$ cat config.mk
export PLATFORM = sky130hd
export DESIGN_NAME = spi_cfgreg_unit
export DESIGN_NICKNAME = d
export VERILOG_FILES = /design/src/rtl/spi_cfg_pkg.sv /design/src/rtl/cfg_decoder.sv /design/src/rtl/cfg_regbank.sv /design/src/rtl/cfg_txsel.sv /design/src/rtl/spi_cfgreg_unit.sv
export SDC_FILE = /design/constraint.sdc
export NUM_CORES = 1
export LEC_CHECK = 0
export CAP_MARGIN = 20
export CORE_MARGIN = 8
export CORE_UTILIZATION = 40
export CTS_BUF_LIST = sky130_fd_sc_hd__clkbuf_2
export DETAILED_ROUTE_END_ITERATION = 10
export DONT_BUFFER_PORTS = 1
export HOLD_SLACK_MARGIN = 0.03
export PLACE_DENSITY = 0.62
export SLEW_MARGIN = 20
export SYNTH_ARGS = -nofsm -noshare
export SYNTH_HDL_FRONTEND = slang
export SYNTH_SLANG_ARGS = --single-unit
$ cat constraint.sdc
create_clock -name clk -period 2.2 [get_ports clk]
set_input_delay 0.44 -clock clk [delete_from_list [all_inputs] [get_ports clk]]
set_output_delay 0.44 -clock clk [all_outputs]
set_load 0.01 [all_outputs]
$ cat src/rtl/spi_cfg_pkg.sv
package spi_cfg_pkg;

    localparam int BYTE_W = 8;
    localparam int CFG_W  = 16;
    localparam int IDX_W  = 2;

    localparam logic [BYTE_W-1:0] OP_PERS_RD = 8'hB5;
    localparam logic [BYTE_W-1:0] OP_PERS_WR = 8'hB1;
    localparam logic [BYTE_W-1:0] OP_LIVE_RD = 8'h85;
    localparam logic [BYTE_W-1:0] OP_LIVE_WR = 8'h81;
    localparam logic [BYTE_W-1:0] OP_LEXT_RD = 8'h65;
    localparam logic [BYTE_W-1:0] OP_LEXT_WR = 8'h61;
    localparam logic [BYTE_W-1:0] OP_WEN     = 8'h06;
    localparam logic [BYTE_W-1:0] OP_WDIS    = 8'h04;

    typedef enum logic [1:0] {
        TGT_NONE = 2'd0,
        TGT_PERS = 2'd1,
        TGT_LIVE = 2'd2,
        TGT_LEXT = 2'd3
    } tgt_e;

    typedef enum logic [1:0] {
        ST_OPCODE  = 2'd0,
        ST_COLLECT = 2'd1,
        ST_READOUT = 2'd2,
        ST_DRAIN   = 2'd3
    } dec_state_e;

    typedef struct packed {
        logic               valid;
        tgt_e               tgt;
        logic [CFG_W-1:0]   data;
    } commit_t;

    // Number of bytes a register occupies on the wire.
    function automatic logic [IDX_W-1:0] tgt_bytes(input tgt_e t);
        case (t)
            TGT_PERS: tgt_bytes = 2'd2;
            TGT_LIVE: tgt_bytes = 2'd1;
            TGT_LEXT: tgt_bytes = 2'd1;
            default:  tgt_bytes = 2'd1;
        endcase
    endfunction

    // Live register image built from the persistent value.
    function automatic logic [BYTE_W-1:0] boot_live(input logic [CFG_W-1:0] p);
        logic [BYTE_W-1:0] v;
        v        = '0;
        v[1:0]   = 2'b11;
        v[3]     = (p[11:9] != 3'b111);
        v[7:4]   = p[15:12];
        return v;
    endfunction

    // Live extended register image built from the persistent value.
    function automatic logic [BYTE_W-1:0] boot_live_ext(input logic [CFG_W-1:0] p);
        logic [BYTE_W-1:0] v;
        v        = '0;
        v[4:0]   = 5'b11111;
        v[6]     = p[1];
        v[7]     = p[3];
        return v;
    endfunction

    function automatic logic [BYTE_W-1:0] boot_ext_addr(input logic [CFG_W-1:0] p);
        return p[1] ? 8'h00 : 8'h03;
    endfunction

endpackage

$ cat src/rtl/cfg_decoder.sv
module cfg_decoder
    import spi_cfg_pkg::*;
(
    input  logic              clk,
    input  logic              rst,
    input  logic              cs_active,
    input  logic              byte_vld,
    input  logic [BYTE_W-1:0] byte_in,
    input  logic              wel,
    output commit_t           commit,
    output logic              wel_set,
    output logic              wel_clr,
    output logic              rd_active,
    output tgt_e              rd_tgt,
    output logic [IDX_W-1:0]  rd_idx
);

    dec_state_e        state_q, state_d;
    tgt_e              tgt_q, tgt_d;
    logic [IDX_W-1:0]  cnt_q, cnt_d;
    logic [BYTE_W-1:0] lo_q, lo_d;

    // Opens a write when the latch allows it, otherwise drains the frame.
    function automatic dec_state_e write_entry(input logic en);
        return en ? ST_COLLECT : ST_DRAIN;
    endfunction

    always_comb begin
        state_d = state_q;
        tgt_d   = tgt_q;
        cnt_d   = cnt_q;
        lo_d    = lo_q;
        commit  = '0;
        wel_set = 1'b0;
        wel_clr = 1'b0;
        if (!cs_active) begin
            state_d = ST_OPCODE;
            tgt_d   = TGT_NONE;
            cnt_d   = '0;
        end else if (byte_vld) begin
            case (state_q)
                ST_OPCODE: begin
                    cnt_d = '0;
                    case (byte_in)
                        OP_PERS_RD: begin state_d = ST_READOUT; tgt_d = TGT_PERS; end
                        OP_LIVE_RD: begin state_d = ST_READOUT; tgt_d = TGT_LIVE; end
                        OP_LEXT_RD: begin state_d = ST_READOUT; tgt_d = TGT_LEXT; end
                        OP_PERS_WR: begin state_d = write_entry(wel); tgt_d = TGT_PERS; end
                        OP_LIVE_WR: begin state_d = write_entry(wel); tgt_d = TGT_LIVE; end
                        OP_LEXT_WR: begin state_d = write_entry(wel); tgt_d = TGT_LEXT; end
                        OP_WEN: begin
                            wel_set = 1'b1;
                            state_d = ST_DRAIN;
                        end
                        OP_WDIS: begin
                            wel_clr = 1'b1;
                            state_d = ST_DRAIN;
                        end
                        default: state_d = ST_DRAIN;
                    endcase
                end
                ST_COLLECT: begin
                    if (cnt_q == tgt_bytes(tgt_q) - 2'd1) begin
                        commit.valid = 1'b1;
                        commit.tgt   = tgt_q;
                        commit.data  = (tgt_q == TGT_PERS) ? {byte_in, lo_q}
                                                           : {8'h00, byte_in};
                        state_d      = ST_DRAIN;
                    end else begin
                        lo_d  = byte_in;
                        cnt_d = cnt_q + 2'd1;
                    end
                end
                ST_READOUT: begin
                    if (cnt_q != '1) cnt_d = cnt_q + 2'd1;
                end
                default: ;
            endcase
        end
    end

    always_ff @(posedge clk) begin
        if (rst) begin
            state_q <= ST_OPCODE;
            tgt_q   <= TGT_NONE;
            cnt_q   <= '0;
            lo_q    <= '0;
        end else begin
            state_q <= state_d;
            tgt_q   <= tgt_d;
            cnt_q   <= cnt_d;
            lo_q    <= lo_d;
        end
    end

    assign rd_active = (state_q == ST_READOUT);
    assign rd_tgt    = tgt_q;
    assign rd_idx    = cnt_q;

endmodule

$ cat src/rtl/cfg_regbank.sv
module cfg_regbank
    import spi_cfg_pkg::*;
#(
    parameter logic [CFG_W-1:0] NV_INIT = 16'h8FFF
) (
    input  logic              clk,
    input  logic              rst,
    input  commit_t           commit,
    input  logic              wel_set,
    input  logic              wel_clr,
    output logic [CFG_W-1:0]  persist_q,
    output logic [BYTE_W-1:0] live_q,
    output logic [BYTE_W-1:0] lext_q,
    output logic              wel_q,
    output logic              addr4_q,
    output logic [BYTE_W-1:0] ext_addr_q
);

    localparam logic [BYTE_W-1:0] LIVE_BOOT = boot_live(NV_INIT);
    localparam logic [BYTE_W-1:0] LEXT_BOOT = boot_live_ext(NV_INIT);
    localparam logic [BYTE_W-1:0] EXTA_BOOT = boot_ext_addr(NV_INIT);

    always_ff @(posedge clk) begin
        if (rst) begin
            persist_q  <= NV_INIT;
            live_q     <= LIVE_BOOT;
            lext_q     <= LEXT_BOOT;
            addr4_q    <= ~NV_INIT[0];
            ext_addr_q <= EXTA_BOOT;
        end else if (commit.valid) begin
            case (commit.tgt)
                TGT_PERS: persist_q <= commit.data;
                TGT_LIVE: live_q    <= commit.data[BYTE_W-1:0];
                TGT_LEXT: lext_q    <= commit.data[BYTE_W-1:0];
                default:  ;
            endcase
        end
    end

    always_ff @(posedge clk) begin
        if (rst)              wel_q <= 1'b0;
        else if (commit.valid) wel_q <= 1'b0;
        else if (wel_clr)     wel_q <= 1'b0;
        else if (wel_set)     wel_q <= 1'b1;
    end

endmodule

$ cat src/rtl/cfg_txsel.sv
module cfg_txsel
    import spi_cfg_pkg::*;
(
    input  logic              rd_active,
    input  tgt_e              rd_tgt,
    input  logic [IDX_W-1:0]  rd_idx,
    input  logic [CFG_W-1:0]  persist_q,
    input  logic [BYTE_W-1:0] live_q,
    input  logic [BYTE_W-1:0] lext_q,
    output logic [BYTE_W-1:0] tx_byte
);

    always_comb begin
        tx_byte = '0;
        if (rd_active) begin
            case (rd_tgt)
                TGT_PERS: begin
                    if (rd_idx == 2'd0)      tx_byte = persist_q[7:0];
                    else if (rd_idx == 2'd1) tx_byte = persist_q[15:8];
                end
                TGT_LIVE: if (rd_idx == 2'd0) tx_byte = live_q;
                TGT_LEXT: if (rd_idx == 2'd0) tx_byte = lext_q;
                default:  ;
            endcase
        end
    end

endmodule

$ cat src/rtl/spi_cfgreg_unit.sv
module spi_cfgreg_unit
    import spi_cfg_pkg::*;
#(
    parameter logic [15:0] NV_INIT = 16'h8FFF
) (
    input  logic        clk,
    input  logic        rst,
    input  logic        cs_active,
    input  logic        byte_vld,
    input  logic [7:0]  byte_in,
    output logic [7:0]  tx_byte,
    output logic        wel,
    output logic        addr4_mode,
    output logic [7:0]  ext_addr,
    output logic [15:0] persist_cfg,
    output logic [7:0]  live_cfg,
    output logic [7:0]  live_ext_cfg
);

    commit_t          commit;
    logic             wel_set, wel_clr, rd_active;
    tgt_e             rd_tgt;
    logic [IDX_W-1:0] rd_idx;

    cfg_decoder u_dec (
        .clk       (clk),
        .rst       (rst),
        .cs_active (cs_active),
        .byte_vld  (byte_vld),
        .byte_in   (byte_in),
        .wel       (wel),
        .commit    (commit),
        .wel_set   (wel_set),
        .wel_clr   (wel_clr),
        .rd_active (rd_active),
        .rd_tgt    (rd_tgt),
        .rd_idx    (rd_idx)
    );

    cfg_regbank #(.NV_INIT(NV_INIT)) u_regs (
        .clk        (clk),
        .rst        (rst),
        .commit     (commit),
        .wel_set    (wel_set),
        .wel_clr    (wel_clr),
        .persist_q  (persist_cfg),
        .live_q     (live_cfg),
        .lext_q     (live_ext_cfg),
        .wel_q      (wel),
        .addr4_q    (addr4_mode),
        .ext_addr_q (ext_addr)
    );

    cfg_txsel u_tx (
        .rd_active (rd_active),
        .rd_tgt    (rd_tgt),
        .rd_idx    (rd_idx),
        .persist_q (persist_cfg),
        .live_q    (live_cfg),
        .lext_q    (live_ext_cfg),
        .tx_byte   (tx_byte)
    );

endmodule

# ---- Word level (Yosys, flattened, before mapping)
# Index checks and enable logic that the tools add are counted.
dict set report op_classes {
  n_mul 0
  n_reduce_logical 19
  n_bitwise 2
  eq_ne 22
  n_mux 31
  shifts 0
  n_div 0
  n_lt_le_gt_ge 0
  add_sub_neg 2
}
# operator count
set op_table {}
lappend op_table {{$mux 19} 4}
lappend op_table {{$mux 8} 5}
lappend op_table {{$eq 8x8->1 const B} 4}
lappend op_table {{$pmux 8 s3} 1}
lappend op_table {{$eq 8x3->1 const B} 2}
lappend op_table {{$eq 8x7->1 const B} 2}
lappend op_table {{$mux 16} 1}
lappend op_table {{$mux 2} 8}
lappend op_table {{$pmux 2 s3} 2}
lappend op_table {{$eq 2x2->1 const B} 5}
lappend op_table {{$reduce_or 3->1} 3}
lappend op_table {{$eq 2x1->1 const B} 4}
lappend op_table {{$mux 1} 8}
lappend op_table {{$pmux 2 s2} 2}
lappend op_table {{$reduce_and 4->1} 2}
lappend op_table {{$reduce_or 2->1} 4}
lappend op_table {{$reduce_and 2->1} 3}
lappend op_table {{$reduce_and 3->1} 2}
lappend op_table {{$reduce_bool 3->1} 2}
lappend op_table {{$logic_not 2->1} 2}
lappend op_table {{$ne 2x1->1 const B} 2}
lappend op_table {{$ne 2x2->1 const B} 2}
lappend op_table {{$add 2x1->2 const B} 1}
lappend op_table {{$eq 2x2->1} 1}
lappend op_table {{other kinds (3)} 4}
dict set report word_totals {
  n_memories 0
  rom_bits 0
  latchBits 0
  ff_bits 47
  ram_bits 0
  output_inout_bits 50
  input_bits 12
}

# ---- Longest topological paths before layout
dict set report logic_depth {
  ltp_word 13
  ltp_mapped 7
  mapped_depth_nobuf 6
}

# ---- Cells and area by module
# A second synthesis with hierarchy kept.
dict set report hier_totals {
  hier_cells 311
  hier_area_um2 2732.6
}
# mod n_inst area_each_um2 cells_per_inst
set by_module_without_submodules {}
lappend by_module_without_submodules {cfg_regbank 1 1396.3 142}
lappend by_module_without_submodules {cfg_decoder 1 1008.5 130}
lappend by_module_without_submodules {cfg_txsel 1 327.8 39}

# ---- Least setup slack after synthesis
# OpenSTA, ideal clock, no wires.
dict set report synth_path {
  path_kind {register -> output}
  start {register u_dec.cnt_q[0] (netlist: u_dec.rd_idx[0])}
  end {output port tx_byte[0]}
  arrival_time_ns 1.529
  stages_incl_launch_ff 7
  path_buffers 1
  slack_ns 0.231
  cell_sequence {dfxtp_1 inv_1 ha_1 clkbuf_1 nor3b_2 a22oi_1 nor2_1}
}
dict set report synth_via {
  elab_chain_cells 5
}
# item line_no
set synth_rtl {}
lappend synth_rtl {{start: declaration} cfg_decoder.sv:20} ;# logic [IDX_W-1:0] cnt_q, cnt_d;
lappend synth_rtl {{start signal: assignment} cfg_decoder.sv:91} ;# cnt_q <= cnt_d;
lappend synth_rtl {{$eq 2x1->1} cfg_txsel.sv:19} ;# else if (rd_idx == 2'd1) tx_byte = persist_q[15:8];
lappend synth_rtl {{$mux 8} cfg_txsel.sv:19}
lappend synth_rtl {{$mux 8} cfg_txsel.sv:18} ;# if (rd_idx == 2'd0) tx_byte = persist_q[7:0];
lappend synth_rtl {{$pmux 8 s3 *} cfg_txsel.sv:16} ;# case (rd_tgt)
lappend synth_rtl {{$mux 8 *} cfg_txsel.sv:15} ;# if (rd_active) begin
lappend synth_rtl {{end: declaration} spi_cfgreg_unit.sv:11} ;# output logic [7:0] tx_byte,
# Every way passes the cells marked *; elsewhere a longest branch is shown, timed or not.

# ---- Worst setup path in the final report
dict set report layout_path {
  start {register u_dec.tgt_q[1] (netlist: u_dec.rd_tgt[1])}
  end {output port tx_byte[6]}
}
dict set report layout_via {
  elab_chain_cells 3
}
# item line_no
set layout_rtl {}
lappend layout_rtl {{start: declaration} cfg_decoder.sv:19} ;# tgt_e tgt_q, tgt_d;
lappend layout_rtl {{start signal: assignment} cfg_decoder.sv:90} ;# tgt_q <= tgt_d;
lappend layout_rtl {{$eq 2x2->1 or $eq 2x1->1 (tied branches)} cfg_txsel.sv:16}
lappend layout_rtl {{$pmux 8 s3 *} cfg_txsel.sv:16}
lappend layout_rtl {{$mux 8 *} cfg_txsel.sv:15}
# Marked as above.

==> run_results.csv <==
group,metric,value,unit
placed_design,dp_hpwl,5030,um
logic_synthesis,ys_top_cells_by_area,"dfxtp_1, mux2i_1, nor2_1, a211o_1, ha_1",
drt,ant_nets,0,
logic_synthesis,avgSynthCellArea,9.00,um2
worst_setup_path,arrival,1.75,ns
timing,clock.fmax,0.456,GHz
logic_synthesis,synth_common_cells,"dfxtp_1, nor2_1, mux2i_1, nor3_1, a21oi_1",
global_route,antenna_found_initial,0,
worst_setup_path,critical_path_class,"reg -> out",
power_and_ir_drop,leakagePower,1.06,nW
floorplanning,fp.coreArea,5960,um2
timing,worstMarginPinSlew,0.501,ns
global_route,grt_pass1_wl,10800,um
clock_network,clockBufferDepth,2,
worst_setup_path,slowest_stage,"dfxtp_4",
power_and_ir_drop,p_clk_frac,0.283,
finish,drive_gt1_frac,0.228,
timing,setup_violations,0,
logic_synthesis,syn_inst,274,
worst_setup_path,start_kind,"flop",
floorplanning,die_x,94.5,um
timing,post-route-min-period,2.19,ns
logic_synthesis,synth_cell_type_count,45,
logic_synthesis,synth_seq_cells,47,
clock_network,cts_tree,"done",
logic_synthesis,synth_flop_cell,"dfxtp_1",
worst_setup_path,cpLargestDelayFamily,"flip-flops",
power_and_ir_drop,irDropWorstVdd,0.355,mV
power_and_ir_drop,p_switching,350,uW
timing,min_period_over_period,0.997,
drt,drt_first_pass_iters,4,
timing,slew_headroom,0.665,
floorplanning,row_count,28,
placed_design,io_buffers,0,
global_route,overflow,0,
run_status,status,"finished, final reports clean",
timing,fin_tns_setup,0,ns
finish,diodes,0,
timing,finalClockSkew,0.0273,ns
logic_synthesis,synth_area,2470,um2
drt,via_count,2056,
floorplanning,initial_utilization,0.414,
worst_setup_path,crit_start,"u_dec.rd_tgt[1]",
logic_synthesis,synth_seq_area_share,0.381,
power_and_ir_drop,p_sw_frac,0.266,
global_route,grt_pass1_vias,1908,
worst_setup_path,path_max_fanout,6,
global_route,grt_max_degree,46,
logic_synthesis,synthArstFlopShare,0,
logic_synthesis,synth_top_cell_area_share,0.381,
hold_path,hold_path.class,"in -> reg",
floorplanning,die_h,94.5,um
clock_network,htree_levels,2,
placed_design,gp_congestion,0.809,
drt,via_per_inst,5.63,
power_and_ir_drop,combPwrFrac,0.067,
worst_setup_path,cp_slowest_stage_delay,0.44,ns
drt,drc,0,
clock_network,cts_num_sinks,47,
floorplanning,dieArea,8940,um2
finish,num-fill-cells,593,
clock_network,cts_buffers,5,
power_and_ir_drop,intPower,965,uW
worst_setup_path,path_cells,"buf_12 -> mux2_4 -> a22o_1 -> a22oi_2 -> nor2_2",
drt,wire_per_inst,19.6,um
finish,syn_to_final_growth,15.0,%
hold_path,min_from,"rst",
placed_design,dp_slack,0.267,ns
clock_network,path_clk_slew,0.26,ns
clock_network,clkLatencyLatePin,0.44,ns
drt,wl,7150,um
run,drv_cap,0,
power_and_ir_drop,p_per_area,463,nW/um2
timing,setup_ws,0.00695,ns
floorplanning,io_pins,62,
timing,maxSlewViolCount,0,
worst_setup_path,r2r-start,"u_dec.state_q[1]",
worst_setup_path,cp-end-kind,"primary output",
timing,finalHoldViolations,0,
global_route,grt.total_usage,0.157,
timing,holdWs,0.0978,ns
finish,finalNetCount,308,
worst_setup_path,worstPathRequired,1.76,ns
drt,drt-initial-drc-count,113,
logic_synthesis,synth-edff-count,0,
clock_network,cts_root_buf,"clkbuf_2",
logic_synthesis,synth_warnings,0,
power_and_ir_drop,power.share.sequential,0.651,
logic_synthesis,yosys.area.top_type,"dfxtp_1",
timing,rsz0062_at_grt,"true",
worst_setup_path,worst-path-buf-inv,1,
[timing repair]
item / CTS / global route
hold buffers: 2 / 2
pin swaps: 4 / 13
buffers inserted: 4 / 5
gates resized for setup: 25 / 16
hold endpoints to repair: 11 / 7
cloned: 0 / 0
endpoints found under the setup margin: 8 / 8
[state kept, by name (all words and copies together) (netlist names)]
name and cells:
u_regs.wel_q 1, u_regs.persist_q 16, u_dec.state_q 2, u_regs.lext_q 8
u_regs.live_q 8, u_dec.rd_tgt 2, u_dec.lo_q 8, u_dec.rd_idx 2
[cell usage in the layout (no fill, tap or decap), types with 2 or more instances in the layout]
cell | Yosys | layout
inv_4 | 0 | 2
dfxtp_1 | 47 | 43
inv_1 | 5 | 3
clkbuf_2 | 0 | 5
a21o_1 | 2 | 2
conb_1 | 1 | 9
nor2_1 | 47 | 39
dfxtp_4 | 0 | 4
buf_4 | 11 | 17
nor3_1 | 17 | 17
a31oi_1 | 2 | 2
nand3_1 | 3 | 3
a22oi_2 | 0 | 8
nor2_2 | 0 | 8
a211oi_1 | 6 | 6
nand2b_1 | 4 | 4
mux2i_1 | 23 | 23
mux2_4 | 0 | 5
dlygate4sd3_1 | 0 | 4
a211o_1 | 11 | 11
a22o_1 | 6 | 6
a21oi_1 | 15 | 15
nand2_1 | 13 | 13
nand3b_1 | 2 | 2
ha_1 | 7 | 6
mux2_2 | 7 | 2
[cell families after synthesis]
logic type | count (synthesis) | synth area share
and+or+nand+nor | 103 | 0.218
AOI/OAI and AO/OA | 57 | 0.175
DFF | 47 | 0.381
muxes | 30 | 0.125
buffers and inverters | 29 | 0.0634
adders and majority gates | 7 | 0.0355
other | 1 | 0.00152
[metrics by stage]
stage	total power, mW	cells	area (um2)	util
floorplan	0.957	282	2500	-
global placement	0.943	344	2540	0.426
detailed placement	0.944	344	2540	0.426
CTS	1.32	358	2720	0.456
global route	1.38	365	2840	0.476
finish	1.32	365	2840	0.476
[final cells by class]
class,count,area (um2),share of cell area
multi-input combinational,206,1510,0.530
sequential,47,956,0.337
timing repair buffer,24,214,0.0754
tap,75,93.8,0.0331
clock buffer,5,25.0,0.00882
inverter,5,23.8,0.00838
clock inverter,3,20.0,0.00705
[metal layers]
layer  vias to the layer above  share of wire  GRT usage  wire length (um)
met1                       977           0.43      0.208              3090
met4                         0         0.0060     0.0351                43
met2                        80           0.45      0.233              3230
li1                        995              -          -                 -
met3                         4           0.11     0.0651               787
met5                         -              0          0                 0
[path summary, 6_finish.rpt]
check	cells after the start	slack [ns]	end
worst max-delay path	5	0.007	tx_byte[6]
worst min register to register	2	0.55	u_dec.lo_q[4]
worst min-delay path	1	0.1	u_regs.persist_q[10]
worst max register to register	6	0.22	u_regs.live_q[2]
[power groups by stage]
stage          Clock, mW  Sequential (mW)  Combinational [mW]
2_1_floorplan          0            0.875              0.0812
5_1_grt            0.428            0.858              0.0951
3_3_place_gp           0            0.876              0.0670
6_report           0.372            0.856              0.0877
3_5_place_dp           0            0.876              0.0674
4_1_cts            0.382            0.857              0.0784
(Power assumes the default switching activity.)
